==> config.mk <==
export PLATFORM = sky130hd
export DESIGN_NAME = eeprom_boot_seq
export DESIGN_NICKNAME = d
export VERILOG_FILES = /design/src/rtl/boot_pkg.sv /design/src/rtl/boot_crc8.sv /design/src/rtl/boot_retry.sv /design/src/rtl/boot_idx.sv /design/src/rtl/eeprom_boot_seq.sv
export SDC_FILE = /design/constraint.sdc
export NUM_CORES = 1
export LEC_CHECK = 0
export BUFFER_PORTS_ARGS = -buffer_cell sky130_fd_sc_hd__buf_2
export CORE_UTILIZATION = 50
export DETAILED_ROUTE_END_ITERATION = 6
export PLACE_DENSITY_LB_ADDON = 0.1
export SYNTH_ARGS = -nofsm -noshare
export SYNTH_HDL_FRONTEND = slang
export SYNTH_SLANG_ARGS = --single-unit
==> constraint.sdc <==
create_clock -name clk -period 2.05 [get_ports clk]
set_input_delay 0.41 -clock clk [delete_from_list [all_inputs] [get_ports clk]]
set_output_delay 0.41 -clock clk [all_outputs]
set_load 0.1 [all_outputs]
==> src/rtl/boot_pkg.sv <==
package boot_pkg;

    localparam int unsigned BOOT_ADDR_W   = 10;
    localparam int unsigned BOOT_CRC_OFS  = 'h39E;
    localparam int unsigned BOOT_SPD_OFS  = 1;
    localparam int unsigned BOOT_SPD_BIT  = 7;
    localparam int unsigned BOOT_RETRIES  = 3;
    localparam logic [7:0]  BOOT_CRC_POLY = 8'h07;

    typedef enum logic [3:0] {
        ST_IDLE,
        ST_SPD_REQ,
        ST_SPD_RX,
        ST_IMG_REQ,
        ST_IMG_RX,
        ST_FAIL,
        ST_ABORT,
        ST_DONE,
        ST_HALT
    } boot_st_e;

    typedef struct packed {
        logic       we;
        logic [7:0] data;
    } wr_beat_t;

    // One byte through a CRC-8, MSB first, no reflection.
    function automatic logic [7:0] crc8_step(input logic [7:0] crc,
                                             input logic [7:0] din,
                                             input logic [7:0] poly);
        logic [7:0] c;
        c = crc ^ din;
        for (int b = 0; b < 8; b++) begin
            c = c[7] ? ((c << 1) ^ poly) : (c << 1);
        end
        return c;
    endfunction

endpackage

==> src/rtl/boot_crc8.sv <==
module boot_crc8
    import boot_pkg::*;
#(
    parameter logic [7:0] POLY = BOOT_CRC_POLY
) (
    input  logic       clk,
    input  logic       rst,
    input  logic       clr,
    input  logic       upd,
    input  logic [7:0] din,
    output logic [7:0] crc
);

    always_ff @(posedge clk) begin
        if (rst || clr) begin
            crc <= 8'h00;
        end else if (upd) begin
            crc <= crc8_step(crc, din, POLY);
        end
    end

    // every attempt begins from a zero checksum
    a_r5_clear_to_zero: assert property (@(posedge clk) disable iff (rst)
        clr |=> (crc == 8'h00));

endmodule

==> src/rtl/boot_retry.sv <==
module boot_retry
    import boot_pkg::*;
#(
    parameter int unsigned MAX_RETRY = BOOT_RETRIES
) (
    input  logic clk,
    input  logic rst,
    input  logic fail,
    output logic spent
);

    localparam int unsigned CW = (MAX_RETRY < 2) ? 1 : $clog2(MAX_RETRY + 1);
    localparam logic [CW-1:0] LIMIT = CW'(MAX_RETRY);

    logic [CW-1:0] used;

    assign spent = (used == LIMIT);

    // Only a device reset returns the budget; attempts do not.
    always_ff @(posedge clk) begin
        if (rst) begin
            used <= '0;
        end else if (fail && !spent) begin
            used <= used + 1'b1;
        end
    end

    // an exhausted budget stays exhausted until reset
    a_r7_no_wrap: assert property (@(posedge clk) disable iff (rst)
        spent |=> spent);

endmodule

==> src/rtl/boot_idx.sv <==
module boot_idx #(
    parameter int unsigned W = 10
) (
    input  logic         clk,
    input  logic         rst,
    input  logic         clr,
    input  logic         inc,
    output logic [W-1:0] idx
);

    always_ff @(posedge clk) begin
        if (rst || clr) begin
            idx <= '0;
        end else if (inc) begin
            idx <= idx + 1'b1;
        end
    end

endmodule

==> src/rtl/eeprom_boot_seq.sv <==
module eeprom_boot_seq
    import boot_pkg::*;
#(
    parameter int unsigned ADDR_W    = BOOT_ADDR_W,
    parameter int unsigned CRC_OFS   = BOOT_CRC_OFS,
    parameter int unsigned SPD_OFS   = BOOT_SPD_OFS,
    parameter int unsigned SPD_BIT   = BOOT_SPD_BIT,
    parameter int unsigned MAX_RETRY = BOOT_RETRIES,
    parameter logic [7:0]  POLY      = BOOT_CRC_POLY
) (
    input  logic              clk,
    input  logic              rst,
    input  logic              boot_en,
    input  logic              cal_done,
    input  logic              err_clr,
    output logic              rd_req,
    output logic [ADDR_W-1:0] rd_addr,
    output logic [ADDR_W:0]   rd_cnt,
    output logic              rd_fast,
    input  logic              rd_vld,
    input  logic [7:0]        rd_byte,
    input  logic              rd_nack,
    output logic              reg_we,
    output logic [ADDR_W-1:0] reg_addr,
    output logic [7:0]        reg_wdata,
    output logic              host_busy,
    output logic              done_irq,
    output logic              err_irq,
    output logic              bus_force_low
);

    localparam int unsigned CNT_W = ADDR_W + 1;
    localparam logic [ADDR_W-1:0] LAST_OFS = ADDR_W'(CRC_OFS);
    localparam logic [ADDR_W-1:0] RATE_OFS = ADDR_W'(SPD_OFS);
    localparam logic [CNT_W-1:0]  SPD_LEN  = CNT_W'(SPD_OFS + 1);
    localparam logic [CNT_W-1:0]  IMG_LEN  = CNT_W'(CRC_OFS + 1);

    boot_st_e          st, st_nx;
    logic [ADDR_W-1:0] idx;
    logic [7:0]        crc;
    logic              fast_q;
    logic              spent;
    logic              byte_ok;
    logic              at_last;
    logic              crc_match;
    wr_beat_t          beat;

    assign byte_ok   = rd_vld && !rd_nack;
    assign at_last   = (idx == LAST_OFS);
    assign crc_match = (crc == rd_byte);

    boot_idx #(.W(ADDR_W)) u_idx (
        .clk (clk),
        .rst (rst),
        .clr (st == ST_SPD_REQ || st == ST_IMG_REQ),
        .inc (byte_ok && (st == ST_SPD_RX || st == ST_IMG_RX)),
        .idx (idx)
    );

    boot_crc8 #(.POLY(POLY)) u_crc (
        .clk (clk),
        .rst (rst),
        .clr (st == ST_SPD_REQ),
        .upd (byte_ok && st == ST_IMG_RX && !at_last),
        .din (rd_byte),
        .crc (crc)
    );

    boot_retry #(.MAX_RETRY(MAX_RETRY)) u_retry (
        .clk   (clk),
        .rst   (rst),
        .fail  (st == ST_FAIL),
        .spent (spent)
    );

    always_comb begin
        st_nx = st;
        unique case (st)
            ST_IDLE:    if (boot_en && cal_done) st_nx = ST_SPD_REQ;
            ST_SPD_REQ: st_nx = ST_SPD_RX;
            ST_SPD_RX: begin
                if (rd_nack)                          st_nx = ST_FAIL;
                else if (rd_vld && idx == RATE_OFS)   st_nx = ST_IMG_REQ;
            end
            ST_IMG_REQ: st_nx = ST_IMG_RX;
            ST_IMG_RX: begin
                if (rd_nack)                  st_nx = ST_FAIL;
                else if (rd_vld && at_last)   st_nx = crc_match ? ST_DONE : ST_FAIL;
            end
            ST_FAIL:    st_nx = spent ? ST_ABORT : ST_SPD_REQ;
            ST_ABORT:   if (err_clr) st_nx = ST_HALT;
            ST_DONE:    st_nx = ST_DONE;
            ST_HALT:    st_nx = ST_HALT;
            default:    st_nx = ST_IDLE;
        endcase
    end

    always_ff @(posedge clk) begin
        if (rst) begin
            st       <= ST_IDLE;
            fast_q   <= 1'b0;
            done_irq <= 1'b0;
            err_irq  <= 1'b0;
        end else begin
            st <= st_nx;
            if (st == ST_SPD_RX && byte_ok && idx == RATE_OFS) begin
                fast_q <= rd_byte[SPD_BIT];
            end
            if (st != ST_DONE && st_nx == ST_DONE) begin
                done_irq <= 1'b1;
            end
            if (st == ST_FAIL && st_nx == ST_ABORT) begin
                err_irq <= 1'b1;
            end else if (st == ST_ABORT && err_clr) begin
                err_irq <= 1'b0;
            end
        end
    end

    // Registered write port toward the register file.
    always_ff @(posedge clk) begin
        if (rst) begin
            beat     <= '0;
            reg_addr <= '0;
        end else begin
            beat.we   <= byte_ok && st == ST_IMG_RX;
            beat.data <= rd_byte;
            reg_addr  <= idx;
        end
    end

    assign reg_we    = beat.we;
    assign reg_wdata = beat.data;

    assign rd_req  = (st == ST_SPD_REQ) || (st == ST_IMG_REQ);
    assign rd_addr = '0;
    assign rd_cnt  = (st == ST_IMG_REQ) ? IMG_LEN : SPD_LEN;
    assign rd_fast = (st == ST_IMG_REQ) && fast_q;

    assign host_busy = (st == ST_IDLE && boot_en) || st == ST_SPD_REQ ||
                       st == ST_SPD_RX || st == ST_IMG_REQ ||
                       st == ST_IMG_RX || st == ST_FAIL;

    assign bus_force_low = err_irq;

    // the speed phase always runs at the slow rate
    a_r2_speed_slow: assert property (@(posedge clk) disable iff (rst)
        (rd_req && rd_cnt == SPD_LEN) |-> !rd_fast);

    // once aborted, the master is never asked to read again
    a_r7_no_req_after_abort: assert property (@(posedge clk) disable iff (rst)
        err_irq |-> !rd_req);

    // the error flag only falls on a clear request
    a_r8_err_clear_only: assert property (@(posedge clk) disable iff (rst)
        $fell(err_irq) |-> $past(err_clr));

    // success and abort never coexist
    a_r9_flags_exclusive: assert property (@(posedge clk) disable iff (rst)
        !(done_irq && err_irq));

    // after success no read request follows
    a_r9_quiet_after_done: assert property (@(posedge clk) disable iff (rst)
        done_irq |-> !rd_req);

    // the host is released once the boot has finished
    a_r10_host_free: assert property (@(posedge clk) disable iff (rst)
        (done_irq || err_irq) |-> !host_busy);

endmodule

# ---- Word level (Yosys, flattened, before mapping)
# Index checks and enable logic that the tools add are counted.
dict set report classes {
  mux 20
  n_addsub 2
  n_reduce_logical 29
  n_eq_ne 15
  n_bitwise 9
}
# operator count
set op_table {}
lappend op_table {{case mux 4 bit (9 select lines)} 1}
lappend op_table {{two-way mux 3 bit} 9}
lappend op_table {{== test 4 x 3 -> 1 bit, second input constant} 6}
lappend op_table {{two-way mux 4 bit} 6}
lappend op_table {{NOT 3 bit} 8}
lappend op_table {{logical AND 1 bit} 15}
lappend op_table {{adder 10 x 1 -> 10 bit, second input constant} 1}
lappend op_table {{== test 10 x 1 -> 1 bit, second input constant} 1}
lappend op_table {{== test 10 bit, second input constant} 1}
lappend op_table {{two-way mux 10 bit} 1}
lappend op_table {{logical OR 1 bit} 9}
lappend op_table {{== test 4 x 2 -> 1 bit, second input constant} 2}
lappend op_table {{== test 8 bit} 1}
lappend op_table {{bitwise XOR 8 bit} 1}
lappend op_table {{== test 4 x 1 -> 1 bit, second input constant} 1}
lappend op_table {{== test 4 bit, second input constant} 1}
lappend op_table {{logical NOT 4 bit} 1}
lappend op_table {{!= test 4 x 3 -> 1 bit, second input constant} 1}
lappend op_table {{logical NOT 1 bit} 3}
lappend op_table {{adder 2 x 1 -> 2 bit, second input constant} 1}
lappend op_table {{== test 2 bit, second input constant} 1}
lappend op_table {{two-way mux 1 bit} 2}
lappend op_table {{two-way mux 2 bit} 1}
lappend op_table {{nonzero test 2 bit} 1}
dict set report totals {
  input_bits 15
  out_inout_bits 46
  wordCells 85
  ff_bits 46
}

# ---- Depth between registers and ports, before layout
dict set report logic_depth {
  ltp_word 17
  mapped_depth 7
  ltp_nobuf 6
}

# ---- Hierarchy
# From an unflattened synthesis, not the netlist that was laid out.
dict set report hier_totals {
  cells_unflattened 262
  area_unflattened_um2 2498.6
}
# mod area_each_um2 instances seq_area_each_um2 cells_each
set modules_own_cells {}
lappend modules_own_cells {eeprom_boot_seq 1323.8 1 520.5 148}
lappend modules_own_cells {boot_crc8 616.8 1 160.2 56}
lappend modules_own_cells {boot_idx 444.2 1 200.2 48}
lappend modules_own_cells {boot_retry 113.9 1 40.0 10}

# ---- Least setup slack after synthesis
# OpenSTA, ideal clock, no wires.
dict set report synth_path {
  path_kind {register to output}
  start {register st[0]}
  end {output rd_cnt[2]}
  t_required_ps 1640
  arrival_ps 4283
  path_buffers 1
  path_slack_ps -2643
  path_stages_with_launch 4
  path_cell_list {dfxtp_1 > nor3b_1 > and2_1 > buf_4}
}
dict set report synth_between {
  elab_chain_len 2
}
# element line_no
set synth_rtl {}
lappend synth_rtl {{start: declaration} eeprom_boot_seq.sv:38} ;# boot_st_e st, st_nx;
lappend synth_rtl {{start signal: assignment} eeprom_boot_seq.sv:105} ;# st <= st_nx;
lappend synth_rtl {{== test 4 x 2 -> 1 bit} eeprom_boot_seq.sv:137} ;# assign rd_cnt = (st == ST_IMG_REQ) ? IMG_LEN : SPD_LEN;
lappend synth_rtl {{two-way mux 10 bit} eeprom_boot_seq.sv:137}
lappend synth_rtl {{end: declaration} eeprom_boot_seq.sv:18} ;# output logic [ADDR_W:0] rd_cnt,
# No other way between the ends.

# ---- Worst setup path after layout
dict set report layout_path {
  start {register st[3]}
  end {output rd_cnt[9]}
}
# The elaborated chain is that of the path after synthesis.

==> flow_summary.json <==
{
  "cp.required_ns": 1.64,
  "clk_path_buf_depth": 2,
  "synth_edf_count": 0,
  "cp_cell_sequence": "nor3b_4, and2_4, buf_12",
  "rsz0062_at_grt": "no",
  "synthCells": 254,
  "synth-seq-cells": 46,
  "path_clk_slew_ns": 0.09,
  "antenna_cells": 0,
  "port_buffers": 46,
  "violations": "DRC",
  "worstMarginPinSlew_ns": 0.564,
  "grt_pass1_vias": 1601,
  "io_pins": 61,
  "maxSlewHeadroom_pct": 62.2,
  "grt_use_total_pct": 19.3,
  "cap_violations": 0,
  "synthSimpleGateAreaFrac_pct": 24.2,
  "setup-violations-final": 0,
  "whs_ns": 0.360,
  "holdPathEnd": "reg_wdata[4]$_SDFF_PP0_",
  "hold_violations": 0,
  "die_w_microns": 72.1,
  "ctsHoldBuffers": 0,
  "cts_tree": "yes",
  "cts_buffers": 5,
  "slowest_stage": "dfxtp_1",
  "min_period_ns": 1.95,
  "async_flop_share_pct": 0,
  "status": "finished, violations left",
  "grt-ovfl-total": 0,
  "num_rows": 25,
  "worstHoldPathCells": 2,
  "ff2ff_setup_slack_ns": 0.16,
  "synth_xor_area_share_pct": 14.3,
  "synth-warning-count": 0,
  "synthAdderAreaFrac_pct": 3.57,
  "synth_flop_cell": "dfxtp_1",
  "grt_first_pass_wirelength_mm": 7.73,
  "drt_iter0_markers": 91,
  "fill_cells": 424,
  "ys_seq_area_share_pct": 37.5,
  "max_freq_mhz": 513,
  "synth_area_per_cell_sq_um": 9.67,
  "vdd_drop_max_v": 0.000421,
  "drive_gt1_share_pct": 31.0,
  "reg2reg_to": "u_idx.idx[9]$_SDFFE_PP0P_",
  "period_share_pct": 95.0,
  "coreArea_sq_mm": 0.00472,
  "clock-skew-final_ns": 0.00636,
  "cts_sinks": 46,
  "r2r.worst_path.cells": 5,
  "crit_type": "reg -> out",
  "viasPerCell": 5.06,
  "syn_to_final_growth_pct": 22.4,
  "power_mw": 2.19,
  "place_hpwl_mm": 3.40,
  "routabilityCongestion": 0.829,
  "end_kind": "primary output",
  "max_stage_delay_ns": 0.38,
  "yosysTopAreaCell": "dfxtp_1",
  "antenna_found_initial": 0,
  "drt_wl_total_mm": 4.66,
  "start_util_pct": 52.0,
  "synth_area_leaders": "dfxtp_1 37%, buf_4 6.4%, nor2b_1 4.3%",
  "powerDensity_mw_per_mm2": 727,
  "die_area_sq_mm": 0.00520,
  "nets": 321,
  "yosysUniqueCellTypes": 55,
  "htree_levels": 2,
  "firstDrtPassIters": 6,
  "crit_arrival_ns": 1.54,
  "die_h_microns": 72.1,
  "avgRoutedWirePerCell_microns": 12.7,
  "yosys.area.top_type_share_pct": 37.5,
  "holdCritStartpoint": "rd_byte[4]",
  "crit_fanout": 7,
  "drc": 2,
  "crit_start": "st[3]$_SDFF_PP0_",
  "ant_nets": 0,
  "hold_path.class": "in -> reg",
  "synth_top_family_by_area": "simple AND/OR/NAND/NOR gates",
  "report.final.slew_viol_count": 0,
  "root_buffer": "clkbuf_8",
  "syn_area_sq_mm": 0.00246,
  "timing.rr.start": "st[0]$_SDFF_PP0_",
  "num_vias": 1858,
  "worstSkewPairLatency_ns": 0.30,
  "cp-start-kind": "register",
  "cellLeakagePower_nw": 1.28,
  "post_synth_mux_area_share_pct": 0.408,
  "synth-compound-area-share_pct": 10.3,
  "grt_start_max_net_pins": 30
}
final cells by class:
type,count,area (sq um),area share [%]
Multi-Input combinational cell,182,1370,45.7
Sequential cell,46,928,30.9
Timing Repair Buffer,59,463,15.4
Tap cell,67,83.8,2.79
Clock buffer,5,68.8,2.29
Clock inverter,3,68.8,2.29
Inverter,5,18.8,0.624
logic make-up (layout without fill, tap and decap cells):
kind of cell,Yosys count,in the layout
other,2,14
xor gates and xnor gates,26,26
buffers and inverters,38,72
and+or+nand+nor,93,93
muxes,1,1
AOI/OAI and AO/OA,41,41
adders and majority gates,7,7
DFF,46,46
metrics by stage:
| step | cells | setup slack [ns] | TNS (ns) | util [%] | cell area, sq um |
|---|---|---|---|---|---|
| 2_1_floorplan | 266 | -0.513 | -4.06 | - | 2600 |
| 3_3_place_gp | 354 | 0.151 | 0 | 59.7 | 2820 |
| 3_5_place_dp | 354 | 0.130 | 0 | 59.7 | 2820 |
| 4_1_cts | 362 | 0.00706 | 0 | 62.7 | 2960 |
| 5_1_grt | 367 | 0.0172 | 0 | 63.6 | 3010 |
| 6_report | 367 | 0.102 | 0 | 63.6 | 3010 |
sequential cells by signal, indices dropped and copies added (netlist names):
| signal | cells |
|---|---|
| bus_force_low | 1 |
| done_irq | 1 |
| fast_q | 1 |
| reg_addr | 10 |
| reg_wdata | 8 |
| reg_we | 1 |
| st | 4 |
| u_crc.crc | 8 |
| u_idx.idx | 10 |
| u_retry.used | 2 |
how the worst max path moves through the flow:
stage	end	slack [ns]	cells after the start
final	rd_cnt[9]	0.10	3
after global routing	rd_cnt[3]	0.02	3
after CTS	rd_cnt[9]	0.007	3
after detailed placement	u_crc.crc[6]$_SDFFE_PP0P_	0.13	6
after global placement	u_idx.idx[9]$_SDFFE_PP0P_	0.15	5
after floorplan	rd_cnt[2]	-0.51	4
synth_stat cells, types with 5 or more instances:
library cell and n:
a21oi_1 17, nor2_1 15, clkbuf_1 7, nor3_1 5, nand2_1 6, inv_1 5
xor2_1 6, xnor2_1 9, dfxtp_1 46, or4_1 7, nor2b_1 17, ha_1 7
nand3_1 7, nand4_1 5, o31ai_1 7, o21ai_0 6, buf_4 21
placed cells by master (no fill, tap or decap), drive strengths merged, types with 2 or more instances in the layout:
| cell | synthesis | routed |
|---|---|---|
| nor4 | 2 | 2 |
| nor2b | 17 | 17 |
| or4 | 8 | 8 |
| or3 | 3 | 3 |
| nor3 | 5 | 5 |
| nand4 | 5 | 5 |
| nor4b | 2 | 2 |
| bufinv | 0 | 2 |
| nor2 | 15 | 15 |
| and3 | 2 | 2 |
| nand2b | 3 | 3 |
| or2 | 4 | 4 |
| nor3b | 2 | 2 |
| a21oi | 17 | 17 |
| conb | 2 | 14 |
| nand3 | 9 | 9 |
| o21ai | 6 | 6 |
| a211oi | 2 | 2 |
| xor2 | 7 | 7 |
| a21boi | 2 | 2 |
| xor3 | 2 | 2 |
| dfxtp | 46 | 46 |
| o31ai | 7 | 7 |
| ha | 7 | 7 |
| xnor3 | 4 | 4 |
| xnor2 | 13 | 13 |
| inv | 5 | 5 |
| nand2 | 6 | 6 |
| clkbuf | 7 | 5 |
| and2 | 4 | 4 |
| buf | 26 | 59 |
routing by layer:
metal | up-vias | wire length [microns] | GRT usage, % | part of all wire, %
li1 | 937 | - | - | -
met1 | 848 | 2210 | 26.6 | 48
met2 | 65 | 2090 | 28.9 | 45
met3 | 8 | 265 | 4.86 | 5.7
met4 | 0 | 89 | 7.84 | 1.9
met5 | - | 0 | 0 | 0
where the power goes:
group	internal, mW	switching [mW]
combinational	0.130	0.332
sequential	0.907	0.0103
clock	0.488	0.318
critical path, delay by kind of cell (launching register included):
kind	cells	cell delay [ns]
buf+inv	1	0.21
flops	1	0.38
simple gates	2	0.63
repair_timing:
action                                  4_1_cts  5_1_grt
resized for setup                             2        3
endpoints found under the hold margin         0        0
buffers inserted                              0        6
pin swaps                                     2        2
endpoints found under the setup margin        7       14
Note: power is estimated with default switching activity, not from simulation.
